===== src/rtl/priv_seg_pkg.sv =====
// Package: shared encodings for the privilege level and segment codes.
// Assumes: 2-bit level code and 3-bit segment code, as seen at the top ports.
package priv_seg_pkg;

    typedef enum logic [1:0] {
        LVL_USER   = 2'b00,
        LVL_KERNEL = 2'b01,
        LVL_DEBUG  = 2'b10
    } lvl_t;

    typedef enum logic [2:0] {
        SEG_LOW   = 3'd0,
        SEG_K0    = 3'd1,
        SEG_K1    = 3'd2,
        SEG_K2    = 3'd3,
        SEG_K3    = 3'd4,
        SEG_DBG   = 3'd5
    } seg_t;

endpackage


===== src/rtl/psg_level_reg.sv =====
// Module: privilege level register.
// Holds the user/kernel/debug level. It is updated on the rising edge from reset and the strobes.
// Assumes: synchronous active-low reset; the precedence is
// reset > debug exception > exception > returns.
module psg_level_reg
    import priv_seg_pkg::*;
(
    input  logic clk,
    input  logic rst_n,
    input  logic exc_i,
    input  logic dbg_exc_i,
    input  logic eret_i,
    input  logic eret_user_i,
    input  logic dret_i,
    output lvl_t lvl_o
);

    lvl_t lvl_q;
    lvl_t lvl_d;

    // Next-level selection with fixed precedence among the strobes.
    always_comb begin
        lvl_d = lvl_q;
        if (dbg_exc_i) begin
            lvl_d = LVL_DEBUG;
        end else if (exc_i) begin
            lvl_d = LVL_KERNEL;
        end else if (dret_i && lvl_q == LVL_DEBUG) begin
            lvl_d = LVL_KERNEL;
        end else if (eret_i && lvl_q == LVL_KERNEL) begin
            lvl_d = eret_user_i ? LVL_USER : LVL_KERNEL;
        end
    end

    // Level state flop with synchronous reset to kernel.
    always_ff @(posedge clk) begin
        if (!rst_n) lvl_q <= LVL_KERNEL;
        else        lvl_q <= lvl_d;
    end

    assign lvl_o = lvl_q;

endmodule


===== src/rtl/psg_seg_decode.sv =====
// Module: segment classifier.
// Maps a virtual address to a segment code and an unmapped flag. The top three address bits
// pick the segment, and the debug window overrides the top segment when it is active.
// Assumes: the window is aligned to its own power-of-two size.
module psg_seg_decode
    import priv_seg_pkg::*;
#(
    parameter int          VA_W       = 32,
    parameter logic [31:0] WIN_BASE   = 32'hFF20_0000,
    parameter int          WIN_SZ_LOG = 21
) (
    input  logic [VA_W-1:0] vaddr_i,
    input  lvl_t            lvl_i,
    input  logic            win_en_i,
    output seg_t            seg_o,
    output logic            unmapped_o,
    output logic            in_win_o
);

    localparam int TAG_W = VA_W - WIN_SZ_LOG;
    localparam logic [TAG_W-1:0] WIN_TAG = WIN_BASE[VA_W-1:WIN_SZ_LOG];

    logic win_hit;
    seg_t base_seg;

    // Window address match, gated by level and enable.
    always_comb begin
        win_hit  = (vaddr_i[VA_W-1:WIN_SZ_LOG] == WIN_TAG);
        in_win_o = win_hit && win_en_i && (lvl_i == LVL_DEBUG);
    end

    // Coarse segment from the three top address bits.
    always_comb begin
        if (!vaddr_i[VA_W-1]) begin
            base_seg = SEG_LOW;
        end else begin
            case (vaddr_i[VA_W-2:VA_W-3])
                2'b00:   base_seg = SEG_K0;
                2'b01:   base_seg = SEG_K1;
                2'b10:   base_seg = SEG_K2;
                default: base_seg = SEG_K3;
            endcase
        end
    end

    // Final segment code and the unmapped indication.
    always_comb begin
        seg_o      = in_win_o ? SEG_DBG : base_seg;
        unmapped_o = (seg_o == SEG_K0) || (seg_o == SEG_K1);
    end

endmodule


===== src/rtl/psg_fault.sv =====
// Module: address-error generator.
// Flags a qualified user-level access to the upper half of the address space.
// Assumes: the kernel and debug levels may reach every address.
module psg_fault
    import priv_seg_pkg::*;
#(
    parameter int VA_W = 32
) (
    input  logic [VA_W-1:0] vaddr_i,
    input  lvl_t            lvl_i,
    input  logic            valid_i,
    output logic            err_o
);

    // Error only for a valid user access with the top address bit set.
    always_comb begin
        err_o = valid_i && (lvl_i == LVL_USER) && vaddr_i[VA_W-1];
    end

endmodule


===== src/rtl/priv_seg_guard.sv =====
// Module: privilege mode address segment checker (top).
// Combines the level register, the segment classifier and the address-error generator.
// Assumes: the level is registered, and the classification is combinational on the address.
module priv_seg_guard
    import priv_seg_pkg::*;
#(
    parameter int          VA_W       = 32,
    parameter logic [31:0] WIN_BASE   = 32'hFF20_0000,
    parameter int          WIN_SZ_LOG = 21
) (
    input  logic            clk,
    input  logic            rst_n,
    input  logic            exc_i,
    input  logic            dbg_exc_i,
    input  logic            eret_i,
    input  logic            eret_user_i,
    input  logic            dret_i,
    input  logic            dseg_en_i,
    input  logic            acc_valid_i,
    input  logic [VA_W-1:0] vaddr_i,
    output logic [1:0]      mode_o,
    output logic [2:0]      seg_o,
    output logic            unmapped_o,
    output logic            in_dseg_o,
    output logic            addr_err_o
);

    lvl_t lvl;
    seg_t seg;

    psg_level_reg u_level (
        .clk         (clk),
        .rst_n       (rst_n),
        .exc_i       (exc_i),
        .dbg_exc_i   (dbg_exc_i),
        .eret_i      (eret_i),
        .eret_user_i (eret_user_i),
        .dret_i      (dret_i),
        .lvl_o       (lvl)
    );

    psg_seg_decode #(
        .VA_W       (VA_W),
        .WIN_BASE   (WIN_BASE),
        .WIN_SZ_LOG (WIN_SZ_LOG)
    ) u_decode (
        .vaddr_i    (vaddr_i),
        .lvl_i      (lvl),
        .win_en_i   (dseg_en_i),
        .seg_o      (seg),
        .unmapped_o (unmapped_o),
        .in_win_o   (in_dseg_o)
    );

    psg_fault #(
        .VA_W (VA_W)
    ) u_fault (
        .vaddr_i (vaddr_i),
        .lvl_i   (lvl),
        .valid_i (acc_valid_i),
        .err_o   (addr_err_o)
    );

    assign mode_o = lvl;
    assign seg_o  = seg;

endmodule


===== config.mk =====
export PLATFORM = sky130hd
export DESIGN_NAME = priv_seg_guard
export DESIGN_NICKNAME = d
export VERILOG_FILES = /design/src/rtl/priv_seg_pkg.sv /design/src/rtl/psg_level_reg.sv /design/src/rtl/psg_seg_decode.sv /design/src/rtl/psg_fault.sv /design/src/rtl/priv_seg_guard.sv
export SDC_FILE = /design/constraint.sdc
export NUM_CORES = 1
export LEC_CHECK = 0
export ABC_CLOCK_PERIOD_IN_PS = 900
export BUFFER_PORTS_ARGS = -buffer_cell sky130_fd_sc_hd__buf_2
export CORE_AREA = 3 3 40 42
export CTS_BUF_LIST = sky130_fd_sc_hd__clkbuf_16
export CTS_CLUSTER_DIAMETER = 200
export DETAILED_ROUTE_END_ITERATION = 16
export DIE_AREA = 0 0 43 45
export GPL_ROUTABILITY_DRIVEN = 0
export PLACE_DENSITY_LB_ADDON = 0.12
export SYNTH_ARGS = -nofsm -noshare
export SYNTH_HDL_FRONTEND = slang
export SYNTH_SLANG_ARGS = --single-unit

===== constraint.sdc =====
create_clock -name clk -period 0.9 [get_ports clk]
set_input_delay 0.09 -clock clk [delete_from_list [all_inputs] [get_ports clk]]
set_output_delay 0.09 -clock clk [all_outputs]
set_load 0.005 [all_outputs]

==> impl_metrics.py <==
metrics = {
    "setup_path": {
        "startpoint_type": "flop",
        "crit_path_cell_trace": "nand2b_4, nor4_4, a21o_1, buf_2",
        "slowest_stage": "dfxtp_2",
        "cp_slowest_stage_delay_ns": 0.31,
        "cp.required_ns": 0.81,
        "arrival_ns": 1.15,
        "crit_fanout": 3,
        "crit_path_end_kind": "output pin",
        "crit_type": "flop to output pin",
    },
    "finish": {
        "fillers": 131,
        "largest_reg_flops": 2,
        "postLayoutCellArea_sq_um": 552,
        "drive_gt1_frac": 0.783,
        "area.growth.synth_to_final_pct": 171,
        "antenna_cells": 0,
        "final_nets": 104,
    },
    "timing": {
        "setup_viol": 8,
        "fin_crit_ns": 1.24,
        "fin_skew_ns": 0.00163,
        "setup_tns_ns": -1.38,
        "fmax_ghz": 0.805,
        "hold_viol": 0,
        "setup_slack_ns": -0.342,
        "tightest_slew_ns": 0.270,
        "post-route-period-util": 1.38,
        "slew_violations": 0,
        "rsz0062_at_grt": "true",
        "maxSlewHeadroom": 0.818,
    },
    "synthesis": {
        "synthArstFlopShare": 0,
        "synthTopCellsByCount": "nor3b_1 (3), dfxtp_1 (2), nand2_1 (2)",
        "avgSynthCellArea_sq_um": 8.50,
        "synth_top_area_share": 0.196,
        "seq_area_frac_synth": 0.196,
        "synth-edff-count": 0,
        "ys_ff_latch": 2,
        "syn_nets": 66,
        "yosys_warnings": 0,
        "syn_area_sq_um": 204,
        "synth.most_common_cell": "nor3b_1",
        "ys.flop_type": "dfxtp_1",
        "ys_top_cells_by_area": "dfxtp_1 (20%), nor3b_1 (11%), nor4_4 (10%)",
        "syn_inst": 24,
        "synth_cell_types": 20,
        "synth_top_area_cell": "dfxtp_1",
    },
    "detailed_routing": {
        "drc": 0,
        "via_per_inst": 4.25,
        "first_pass_iters": 2,
        "wire_per_inst_microns": 10.3,
        "first_iter_violations": 2,
        "drtAntennaViolNets": 0,
        "vias": 319,
        "wl_microns": 774,
    },
    "clock_network": {
        "clk_latency_ns": 0.22,
        "clk_pin_slew_worst_paths_ns": 0.03,
        "clkSinkCount": 2,
        "cts_tree": "done",
        "cts_buffers": 3,
        "cts_root_buf": "clkbuf_16",
        "cts_hold_buf": 0,
        "ctsLongestPathBuffers": 2,
        "cts_htree_levels": 1,
    },
    "power_and_ir_drop": {
        "p_sw_mw": 0.166,
        "powerDensity_nw_per_um2": 1710,
        "p_comb_frac": 0.194,
        "swShare": 0.176,
        "p_leak_nw": 0.291,
        "pwr-share-seq": 0.107,
        "ir_worst_vdd_v": 0.00169,
        "p_int_mw": 0.778,
        "clkPwrFrac": 0.699,
    },
    "placement": {
        "place_area_sq_um": 389,
        "portBuffers": 27,
        "place_ws_ns": -0.290,
        "dpl.hpwl_microns": 656,
    },
    "global_routing": {
        "grt_usage": 0.0905,
        "grt_pass1_vias": 325,
        "grt_max_degree": 6,
        "antenna_found_initial": 0,
        "grt-ovfl-total": 0,
        "grt_first_pass_wirelength_mm": 1.34,
    },
    "floorplanning": {
        "dieHeight_microns": 45,
        "io_pins": 49,
        "num_rows": 13,
        "die_area_sq_um": 1940,
        "start_util": 0.159,
        "coreArea_sq_um": 1280,
        "fp.dieW_microns": 43,
    },
    "hold_path": {
        "hp-class": "input pin to flop",
    },
    "status": {
        "status": "finished with violations",
        "violations": "setup timing",
    },
    "flow_run": {
        "maxCapViolCount": 0,
    },
}
cells by family after synthesis:
kind of cell,share of synthesized area
adders and majority gates,0.0613
buffers and inverters,0.0184
and+or+nand+nor,0.522
DFF,0.196
AOI/OAI and AO/OA,0.160
xor gates and xnor gates,0.0430
metal layers:
metal | vias to the layer above | wire length (microns) | track usage
li1 | 159 | - | -
met1 | 148 | 258 | 0.0933
met2 | 12 | 444 | 0.168
met3 | 0 | 71 | 0.0319
met4 | 0 | 0 | 0.0361
met5 | - | 0 | 0
path summary, 6_finish.rpt:
check / startpoint / end / slack [ns] / cells after the start
max: u_level.lvl_o[0] / seg_o[0] / -0.34 / 4
max reg2reg: u_level.lvl_o[0] / u_level.lvl_o[1] / -0.07 / 4
min reg2reg: u_level.lvl_o[1] / u_level.lvl_o[0] / 0.63 / 3
min: rst_n / u_level.lvl_o[0] / 0.09 / 2
placed cells by master (no fill, tap or decap):
master      n
ha_4        1
clkbuf_16   3
buf_6       5
buf_2      24
nand2b_4    1
nor3b_2     3
nand3b_1    1
o21ai_1     1
nand2_1     2
o211ai_1    1
nor4_4      1
a21o_1      1
and2_1      1
inv_1       1
and2b_2     1
nand4b_1    1
a21oi_2     1
nor2b_1     1
xor2_2      1
dfxtp_2     2
nand4_1     1
buf_4       4
o21a_1      1
nor2_1      1
repair_timing:
| item | in CTS | in global routing |
|---|---|---|
| setup endpoints to repair | 6 | 9 |
| pin swaps | 8 | 1 |
| gates resized for setup | 10 | 5 |
| setup buffers | 2 | 0 |
critical path, delay by kind of cell (launching register included):
family | cells | cell delay, ns
AND/OR/NAND/NOR | 2 | 0.41
flip-flops | 1 | 0.31
buffers and inverters | 1 | 0.10
AO/OA/AOI/OAI | 1 | 0.11
metrics by stage:
| stage | power [mW] | hold slack, ns | instances | util |
|---|---|---|---|---|
| 4_1_cts | 0.936 | 0.0976 | 75 | 0.413 |
| 3_5_place_dp | 0.238 | 0.311 | 70 | 0.303 |
| 2_1_floorplan | 0.152 | 0.179 | 24 | - |
| 5_1_grt | 0.988 | 0.108 | 75 | 0.429 |
| 3_3_place_gp | 0.239 | 0.313 | 70 | 0.303 |
| 6_report | 0.944 | 0.0939 | 75 | 0.429 |
power groups by stage:
stage               Clock, mW  Sequential [mW]  Combinational [mW]
floorplan                   0            0.104              0.0477
global placement            0            0.101               0.138
detailed placement          0            0.102               0.136
CTS                     0.663            0.101               0.172
global route            0.681            0.103               0.204
finish                  0.659            0.101               0.183
final cells by class:
type | count | area, sq um | area share
clock buffer | 3 | 75.1 | 0.136
inverter | 1 | 3.75 | 0.00680
multi-input combinational | 21 | 205 | 0.372
sequential | 2 | 42.5 | 0.0771
tap | 15 | 18.8 | 0.0340
timing repair buffer | 33 | 206 | 0.374
No activity file was read; power rests on OpenSTA's default activity.
